<file path="src/rtl/xmd_pkg.sv">
package xmd_pkg;

  typedef enum logic [1:0] {
    OP_SDIV16 = 2'b00,
    OP_UDIV32 = 2'b01,
    OP_SDIV32 = 2'b10,
    OP_SMUL   = 2'b11
  } xmd_op_e;

  typedef enum logic [1:0] {
    ST_IDLE  = 2'b00,
    ST_DIV   = 2'b01,
    ST_QUICK = 2'b10
  } xmd_state_e;

endpackage

</file>
<file path="src/rtl/xmd_divcore.sv">
// Restoring divider: 2W-bit unsigned dividend by W-bit unsigned divisor,
// one quotient bit per clock. The quotient shifts into the dividend register.
module xmd_divcore #(
  parameter int W = 16
) (
  input  logic           clk,
  input  logic           rst,
  input  logic           load,
  input  logic [2*W-1:0] dvd_i,
  input  logic [W-1:0]   dvs_i,
  output logic           fin_o,
  output logic [2*W-1:0] quo_o,
  output logic [W-1:0]   rem_o
);
  localparam int NB = 2 * W;
  localparam int CW = $clog2(NB);

  logic [NB-1:0] acc;
  logic [W-1:0]  part;
  logic [W-1:0]  dvs;
  logic [CW-1:0] cnt;
  logic          run;
  logic          fin;

  logic [W:0] shifted;
  logic [W:0] diff;
  logic       ge;

  always_comb begin
    shifted = {part, acc[NB-1]};
    diff    = shifted - {1'b0, dvs};
    ge      = shifted >= {1'b0, dvs};
  end

  always_ff @(posedge clk) begin
    if (rst) begin
      acc  <= '0;
      part <= '0;
      dvs  <= '0;
      cnt  <= '0;
      run  <= 1'b0;
      fin  <= 1'b0;
    end else begin
      fin <= 1'b0;
      if (load) begin
        acc  <= dvd_i;
        part <= '0;
        dvs  <= dvs_i;
        cnt  <= '0;
        run  <= 1'b1;
      end else if (run) begin
        acc  <= {acc[NB-2:0], ge};
        part <= ge ? diff[W-1:0] : shifted[W-1:0];
        cnt  <= cnt + 1'b1;
        if (cnt == CW'(NB - 1)) begin
          run <= 1'b0;
          fin <= 1'b1;
        end
      end
    end
  end

  assign fin_o = fin;
  assign quo_o = acc;
  assign rem_o = part;

endmodule

</file>
<file path="src/rtl/xmd_mul.sv">
// Signed W x W multiply, full 2W-bit product.
module xmd_mul #(
  parameter int W = 16
) (
  input  logic signed [W-1:0]   a_i,
  input  logic signed [W-1:0]   b_i,
  output logic signed [2*W-1:0] p_o
);
  assign p_o = a_i * b_i;
endmodule

</file>
<file path="src/rtl/xmd_result.sv">
// Forms the updated registers and flag values/enables for a finished operation.
module xmd_result
  import xmd_pkg::*;
#(
  parameter int W = 16
) (
  input  xmd_op_e        op_i,
  input  logic           dz_i,
  input  logic [W-1:0]   d_i,
  input  logic [W-1:0]   x_i,
  input  logic [W-1:0]   y_i,
  input  logic [2*W-1:0] quo_i,
  input  logic [W-1:0]   rem_i,
  input  logic           qneg_i,
  input  logic           rneg_i,
  input  logic [2*W-1:0] prod_i,
  output logic [W-1:0]   d_o,
  output logic [W-1:0]   x_o,
  output logic [W-1:0]   y_o,
  output logic [3:0]     fval_o,
  output logic [3:0]     fen_o
);
  // flag vectors are ordered {C, Z, N, V}
  logic [2*W:0] qext;
  logic [2*W:0] qsig;
  logic [W-1:0] rsig;
  logic [W+1:0] qhi;
  logic         sfit;

  always_comb begin
    qext = {1'b0, quo_i};
    qsig = qneg_i ? (~qext + 1'b1) : qext;
    rsig = rneg_i ? (~rem_i + 1'b1) : rem_i;
    qhi  = qsig[2*W:W-1];
    sfit = (qhi == '0) || (&qhi);
  end

  always_comb begin
    d_o    = d_i;
    x_o    = x_i;
    y_o    = y_i;
    fval_o = 4'b0000;
    fen_o  = 4'b0000;
    if (dz_i && op_i != OP_SMUL) begin
      fval_o = 4'b1000;
      fen_o  = 4'b1000;
    end else begin
      unique case (op_i)
        OP_SDIV16: begin
          x_o    = qsig[W-1:0];
          d_o    = rsig;
          fen_o  = 4'b1111;
          fval_o = {1'b0, qsig == '0, qsig[W-1], ~sfit};
        end
        OP_UDIV32: begin
          y_o    = quo_i[W-1:0];
          d_o    = rem_i;
          fen_o  = 4'b1111;
          fval_o = {1'b0, quo_i == '0, quo_i[W-1], |quo_i[2*W-1:W]};
        end
        OP_SDIV32: begin
          y_o    = qsig[W-1:0];
          d_o    = rsig;
          fen_o  = 4'b1111;
          fval_o = {1'b0, qsig == '0, qsig[W-1], ~sfit};
        end
        default: begin
          d_o    = prod_i[W-1:0];
          y_o    = prod_i[2*W-1:W];
          fen_o  = 4'b1110;
          fval_o = {prod_i[W-1], prod_i == '0, prod_i[2*W-1], 1'b0};
        end
      endcase
    end
  end

endmodule

</file>
<file path="src/rtl/xmd_unit.sv">
module xmd_unit
  import xmd_pkg::*;
#(
  parameter int W = 16
) (
  input  logic         clk,
  input  logic         rst,
  input  logic         start,
  input  logic [1:0]   op_i,
  input  logic [W-1:0] d_i,
  input  logic [W-1:0] x_i,
  input  logic [W-1:0] y_i,
  output logic         busy,
  output logic         done,
  output logic [W-1:0] d_o,
  output logic [W-1:0] x_o,
  output logic [W-1:0] y_o,
  output logic         c_o,
  output logic         z_o,
  output logic         n_o,
  output logic         v_o,
  output logic         c_we,
  output logic         z_we,
  output logic         n_we,
  output logic         v_we
);
  localparam int NB = 2 * W;

  xmd_state_e state;
  xmd_op_e    op_in;
  xmd_op_e    op_q;
  logic [W-1:0] d_q, x_q, y_q;
  logic qneg_q, rneg_q, dz_q;

  // operand preparation (magnitudes and result signs)
  logic [NB-1:0] yd, ydmag, dvd;
  logic [W-1:0]  dmag, xmag, dvs;
  logic dneg, xneg, ydneg, qneg, rneg, is_div, dz, take, load;

  always_comb begin
    op_in = xmd_op_e'(op_i);
    dneg  = d_i[W-1];
    xneg  = x_i[W-1];
    yd    = {y_i, d_i};
    ydneg = y_i[W-1];
    dmag  = dneg ? (~d_i + 1'b1) : d_i;
    xmag  = xneg ? (~x_i + 1'b1) : x_i;
    ydmag = ydneg ? (~yd + 1'b1) : yd;
    dvd   = yd;
    dvs   = x_i;
    qneg  = 1'b0;
    rneg  = 1'b0;
    unique case (op_in)
      OP_SDIV16: begin
        dvd  = {{W{1'b0}}, dmag};
        dvs  = xmag;
        qneg = dneg ^ xneg;
        rneg = dneg;
      end
      OP_SDIV32: begin
        dvd  = ydmag;
        dvs  = xmag;
        qneg = ydneg ^ xneg;
        rneg = ydneg;
      end
      default: ;
    endcase
    is_div = (op_in != OP_SMUL);
    dz     = is_div && (x_i == '0);
    take   = start && (state == ST_IDLE);
    load   = take && is_div && !dz;
  end

  logic           core_fin;
  logic [NB-1:0]  core_quo;
  logic [W-1:0]   core_rem;

  xmd_divcore #(.W(W)) u_div (
    .clk   (clk),
    .rst   (rst),
    .load  (load),
    .dvd_i (dvd),
    .dvs_i (dvs),
    .fin_o (core_fin),
    .quo_o (core_quo),
    .rem_o (core_rem)
  );

  logic signed [NB-1:0] prod;

  xmd_mul #(.W(W)) u_mul (
    .a_i (d_q),
    .b_i (y_q),
    .p_o (prod)
  );

  logic [W-1:0] r_d, r_x, r_y;
  logic [3:0]   r_fval, r_fen;

  xmd_result #(.W(W)) u_res (
    .op_i   (op_q),
    .dz_i   (dz_q),
    .d_i    (d_q),
    .x_i    (x_q),
    .y_i    (y_q),
    .quo_i  (core_quo),
    .rem_i  (core_rem),
    .qneg_i (qneg_q),
    .rneg_i (rneg_q),
    .prod_i (prod),
    .d_o    (r_d),
    .x_o    (r_x),
    .y_o    (r_y),
    .fval_o (r_fval),
    .fen_o  (r_fen)
  );

  logic finish;
  assign finish = (state == ST_QUICK) || (state == ST_DIV && core_fin);

  always_ff @(posedge clk) begin
    if (rst) begin
      state  <= ST_IDLE;
      op_q   <= OP_SDIV16;
      d_q    <= '0;
      x_q    <= '0;
      y_q    <= '0;
      qneg_q <= 1'b0;
      rneg_q <= 1'b0;
      dz_q   <= 1'b0;
      d_o    <= '0;
      x_o    <= '0;
      y_o    <= '0;
      {c_o, z_o, n_o, v_o}     <= 4'b0000;
      {c_we, z_we, n_we, v_we} <= 4'b0000;
      done   <= 1'b0;
    end else begin
      done <= 1'b0;
      {c_o, z_o, n_o, v_o}     <= 4'b0000;
      {c_we, z_we, n_we, v_we} <= 4'b0000;
      if (take) begin
        op_q   <= op_in;
        d_q    <= d_i;
        x_q    <= x_i;
        y_q    <= y_i;
        qneg_q <= qneg;
        rneg_q <= rneg;
        dz_q   <= dz;
        state  <= load ? ST_DIV : ST_QUICK;
      end
      if (finish) begin
        d_o   <= r_d;
        x_o   <= r_x;
        y_o   <= r_y;
        {c_o, z_o, n_o, v_o}     <= r_fval;
        {c_we, z_we, n_we, v_we} <= r_fen;
        done  <= 1'b1;
        state <= ST_IDLE;
      end
    end
  end

  assign busy = (state != ST_IDLE);

endmodule

</file>
<file path="config.mk">
export PLATFORM = sky130hd
export DESIGN_NAME = xmd_unit
export DESIGN_NICKNAME = d
export VERILOG_FILES = /design/src/rtl/xmd_pkg.sv /design/src/rtl/xmd_divcore.sv /design/src/rtl/xmd_mul.sv /design/src/rtl/xmd_result.sv /design/src/rtl/xmd_unit.sv
export SDC_FILE = /design/constraint.sdc
export NUM_CORES = 1
export LEC_CHECK = 0
export BUFFER_PORTS_ARGS = -buffer_cell sky130_fd_sc_hd__buf_2
export CAP_MARGIN = 10
export CORE_AREA = 5 5 306 158
export DETAILED_ROUTE_END_ITERATION = 6
export DIE_AREA = 0 0 311 163
export PLACE_DENSITY_LB_ADDON = 0.1
export REMOVE_ABC_BUFFERS = 1
export SLEW_MARGIN = 20
export SYNTH_ARGS = -nofsm -noshare
export SYNTH_HDL_FRONTEND = slang
export SYNTH_SLANG_ARGS = --single-unit
</file>
<file path="constraint.sdc">
create_clock -name clk -period 17 [get_ports clk]
set_clock_uncertainty 0.1 [all_clocks]
set_input_delay 0.85 -clock clk [delete_from_list [all_inputs] [get_ports clk]]
set_output_delay 0.85 -clock clk [all_outputs]
set_load 0.03 [all_outputs]
</file>
; After elaboration in Yosys (flattened, before gate mapping)
; Cells that the tools add are included.
[totals]
register_bits = 183
inputBits = 53
out_inout_bits = 58
word_cells = 110
[op_classes]
addsub = 7
mul = 1
order_cmp = 1
eq_ne = 8
muxes = 28
bitwise_logic = 10
reduce_logical = 29
[ops]
columns = op, count
row1 = 16-bit two-way mux, 9
row2 = 32-bit two-way mux, 3
row3 = 32-bit zero test, 2
row4 = 32-bit case mux with 2 select lines, 1
row5 = "16-bit by 1-bit adder with 16-bit output, second input constant", 3
row6 = 16-bit inverter, 3
row7 = 16-bit case mux with 3 select lines, 1
row8 = "33-bit by 1-bit adder with 33-bit output, second input constant", 1
row9 = 33-bit zero test, 1
row10 = 33-bit two-way mux, 1
row11 = 32-bit inverter with 33-bit output, 1
row12 = "32-bit by 1-bit adder with 32-bit output, second input constant", 1
row13 = 16-bit by 16-bit multiplier with 32-bit output, 1
row14 = 32-bit inverter, 1
row15 = 16-bit case mux with 2 select lines, 1
row16 = 18-bit zero test, 1
row17 = 18-bit AND reduction, 1
row18 = 17-bit by 16-bit >= comparator with 1-bit output, 1
row19 = 16-bit zero test, 1
row20 = 16-bit OR reduction, 1
row21 = 16-bit subtractor, 1
row22 = 2-bit OR reduction, 5
row23 = 3-bit OR reduction, 3
row24 = 4-bit two-way mux, 2
row25 = 16 further kinds, 38

; Logic depth before layout (Yosys ltp)
[logic_depth]
word_depth = 8
mapped_depth = 27
mapped_depth_nobuf = 24

; Hierarchy
; A second synthesis with hierarchy kept.
[unflattened]
hier_cells = 2676
area_unflattened_um2 = 21700.8
[by_module_without_submodules]
columns = mod, instances, cells_per_inst, area_per_inst_um2
row1 = xmd_mul, 1, 1143, 10104.7
row2 = xmd_unit, 1, 580, 4909.7
row3 = xmd_divcore, 1, 467, 3880.0
row4 = xmd_result, 1, 486, 2806.4

; Least setup slack after synthesis
; Ideal clock, no wire load.
[synth_timing]
path_kind = reg2reg
start = register d_q[15]
end = register z_o
setup_time_ns = 0.101
t_arrival_ns = 6.733
t_required_ns = 16.799
setup_slack_ns = 10.066
stages_incl_launch_ff = 24
path_cell_list = dfxtp_1 -> clkbuf_1 -> clkbuf_1 -> nand2_1 -> inv_1 -> fa_1 -> inv_1 -> fa_1 -> inv_1 -> fa_1 -> inv_1 -> fa_1 -> fa_1 -> fa_1 -> inv_1 -> ha_1 -> nand3_1 -> or3_1 -> o211a_1 -> xnor2_1 -> or4_1 -> nor4_1 -> nand3_1 -> o41ai_1
[synth_via]
elab_chain_cells = 3
[synth_rtl]
columns = element, line_no
row1 = from (decl), xmd_unit.sv:32  ; logic [W-1:0] d_q, x_q, y_q;
row2 = from (signal assigned), xmd_unit.sv:143  ; d_q <= d_i;
row3 = 16-bit by 16-bit multiplier with 32-bit output, xmd_mul.sv:9  ; assign p_o = a_i * b_i;
row4 = 32-bit zero test, xmd_result.sv:71  ; fval_o = {prod_i[W-1], prod_i == '0, prod_i[2*W-1], 1'b0};
row5 = 4-bit case mux with 2 select lines, xmd_result.sv:48  ; unique case (op_i)
row6 = to (signal assigned), xmd_unit.sv:155  ; {c_o, z_o, n_o, v_o} <= r_fval;
row7 = to (decl), xmd_unit.sv:19  ; output logic z_o,
; No other way between the ends.
; A chain may end at the register's enable or synchronous reset.

; Worst setup path in the final report
[layout_timing]
start = register y_q[4]
end = register z_o
[layout_via]
elab_chain_cells = 3
[layout_rtl]
columns = element, line_no
row1 = from (decl), xmd_unit.sv:32
row2 = from (signal assigned), xmd_unit.sv:145  ; y_q <= y_i;
row3 = 16-bit by 16-bit multiplier with 32-bit output, xmd_mul.sv:9
row4 = 32-bit zero test, xmd_result.sv:71
row5 = 4-bit case mux with 2 select lines, xmd_result.sv:48
; No other way between the ends.

==> metrics.txt <==
post-cts repair resize count=0; CP max FO=19; run status=complete, no violations; Compound-Gate Fraction of Synth Area=0.160; DRT antenna net count=0; Max clock buf depth=2; commonest non-fill, non-tap cell in the layout=nand2_1; number of port buffers=110; root buffer cell=clkbuf_16; Worst Tran Pin Value=1.17 ns; Area contributors post-synth=fa_1, dfxtp_1, nand2_1; final worst setup slack=9.08 ns; RSZ-0062 raised after global routing=false; largest family of logic cells by synthesized area=adder cells; Synth Area in XOR/XNOR=0.0493; critical path type=reg2reg; vias in the first global route=17,368; Yosys top cell by area=fa_1; most frequent cells in the layout=nand2_1, inv_1, fa_1; Post-synth EDFFs=0; max incr delay on CP=1.03 ns; Clk Latency, worst-skew pair=0.47 ns; Chip Height=163 um; first-pass GRT wire length=105,000 um; H-tree depth=4; Die X-Extent=311 um; Total GRT Usage=0.265; Layout Nets=2,908; area share of and/or/nand/nor cells after synthesis=0.183; Synth Register Bits=182; CP Capture Type=register; maximum clock frequency=126 MHz; count of different cell masters after synthesis=72; hold_buf cts=0; Gate Count Post-Synth=2,479; drt drc=0; Most Frequent Cell on Critical Path=fa_1; routed wire length=66,200 um; Final setup viols=0; Seq/Total Area, Yosys=0.180; Worst-path clk slew=0.08 ns; Initial DRT Pass Iterations=5; top-area cell type share of the netlist area=0.260; Slowest-stage cell, CP=dfxtp_1; Startpoint Class=register; Core Region=0.0458 mm2; pre-CTS setup slack=9.15 ns; Peak VDD IR=0.0000665 V; die footprint=0.0507 mm2; Post-CTS Setup Repair Bufs=0; TritonCTS buffer count=17; GPL Wtd Cong=0.951; fraction of registers with async set/reset=0; CTS Sinks=182; Overflow after GRT=0; crit-path cells=nand2_1, inv_1, fa_1, inv_1, fa_1, inv_1, fa_1, inv_1, fa_1, fa_1, fa_1, inv_1, ha_1, a21o_1, a21oi_1, nor2_1, a31oi_1, o211a_1, xnor2_1, or4_1, nor4_1, nand3_1, o41ai_1; Required @ worst endpoint=17.27 ns; DP HPWL=52,000 um; Leak Pwr=8.65 nW; min Tclk post-route=7.92 ns; post-synthesis mux area share=0.0181; worst path arrival time=8.20 ns; DRT iter0 DRCs=1,812; TNS Setup=0 ns; Via density=5.68; largest net degree at the start of global routing=69; row count=56; Hold WS=0.335 ns; CTS tree=built; Max Cap Viol=0; Final Util=0.477; drt wl/cell=21.3 um; PD cells=78.1 mW/mm2; Placed Area=0.0212 mm2; top-level I/O count=111; Synth Cell Area=0.0202 mm2; via count=17,654; Mean Syn Cell Area=8.16 um2; period utilization=0.466; Fin. Hold Viols=0; post-synthesis adder-cell area fraction=0.326; design area=0.0219 mm2; Hold Crit Class=reg2reg; max-slew violations=0; top_reg_cell synth=dfxtp_1; Synthesis Warnings=0; Initial Util=0.442; normalized max-slew margin=0.219; Area Overhead vs Synth=8.05%; antenna violations before repair=0; fraction of layout cells with a size suffix above 1=0.0836
-- stage by stage --
stage          cells  power, mW
2_1_floorplan   2320       1.03
3_3_place_gp    3075       1.26
3_5_place_dp    3075       1.27
4_1_cts         3107       1.70
5_1_grt         3108       1.82
6_report        3109       1.71
-- sequential cells by signal, summed over array words and instances, names as in the netlist, 2 cells and up --
name,flops
x_q,16
u_div.quo_o,32
x_o,16
state,2
y_q,16
d_q,16
y_o,16
d_o,16
op_q,2
u_div.dvs,16
u_div.cnt,5
u_div.rem_o,16
-- worst max-delay path: cells and delay by family, from the launching register on --
| kind | cells | cell delay [ns] |
|---|---|---|
| DFF | 1 | 1.03 |
| AOI/OAI and AO/OA | 5 | 1.11 |
| adders and majority gates | 7 | 3.22 |
| xor gates and xnor gates | 1 | 0.14 |
| and+or+nand+nor | 5 | 1.47 |
| buffers and inverters | 5 | 0.76 |
-- final cells by class --
class,count,area [um2]
Fill cell,4638,24000
Clock inverter,13,159
Inverter,286,1070
Timing Repair Buffer,147,835
Clock buffer,19,453
Sequential cell,182,3640
Antenna cell,1,2.50
Multi-Input combinational cell,1852,14900
Tap cell,609,762
-- cell families after synthesis --
group | after synthesis
muxes | 35
DFF | 182
AOI/OAI and AO/OA | 518
adders and majority gates | 369
buffers and inverters | 445
and+or+nand+nor | 816
xor gates and xnor gates | 114
-- per-layer routing --
metal / global-route usage / up-vias / part of all wire
met5: 0 / - / 0
met4: 0.0492 / 0 / 0.013
met3: 0.0552 / 55 / 0.087
met2: 0.362 / 709 / 0.39
met1: 0.428 / 8730 / 0.51
li1: - / 8160 / -
-- worst paths after layout --
| check | start | end | slack, ns | cells past startpoint |
|---|---|---|---|---|
| setup / recovery | y_q[4] | z_o | 9.08 | 23 |
| hold reg to reg | d_o[5] | d_o[5] | 0.33 | 2 |
| hold / removal | d_o[5] | d_o[5] | 0.33 | 2 |
| setup reg to reg | y_q[4] | z_o | 9.08 | 23 |
-- synth_stat cells (4+ instances only) --
cell	number
a211oi_1	63
a32oi_1	7
or4_1	9
o21a_1	5
nand3b_1	5
o41ai_1	9
nor2_1	144
clkbuf_1	142
inv_1	284
a31oi_1	9
a22o_1	9
xor2_1	48
nor2b_1	13
buf_1	14
a21o_1	22
and2_1	72
nand3_1	27
xnor2_1	66
o221ai_1	8
or2_2	6
a2bb2oi_1	4
o21ai_0	99
and3_1	5
nor4_1	15
nor3b_1	8
fa_1	263
mux2i_1	31
ha_1	106
dfxtp_1	182
nand2b_1	27
o211ai_1	18
o31ai_1	19
a21oi_1	187
nor3_1	35
or3_1	11
nand4_1	8
nand2_1	417
o22ai_1	20
-- power by group --
group / switching (mW) / total [mW] / internal [mW]
Sequential: 0.0667 / 0.531 / 0.464
Combinational: 0.469 / 0.741 / 0.271
Clock: 0.206 / 0.436 / 0.230
(Power assumes the default switching activity.)
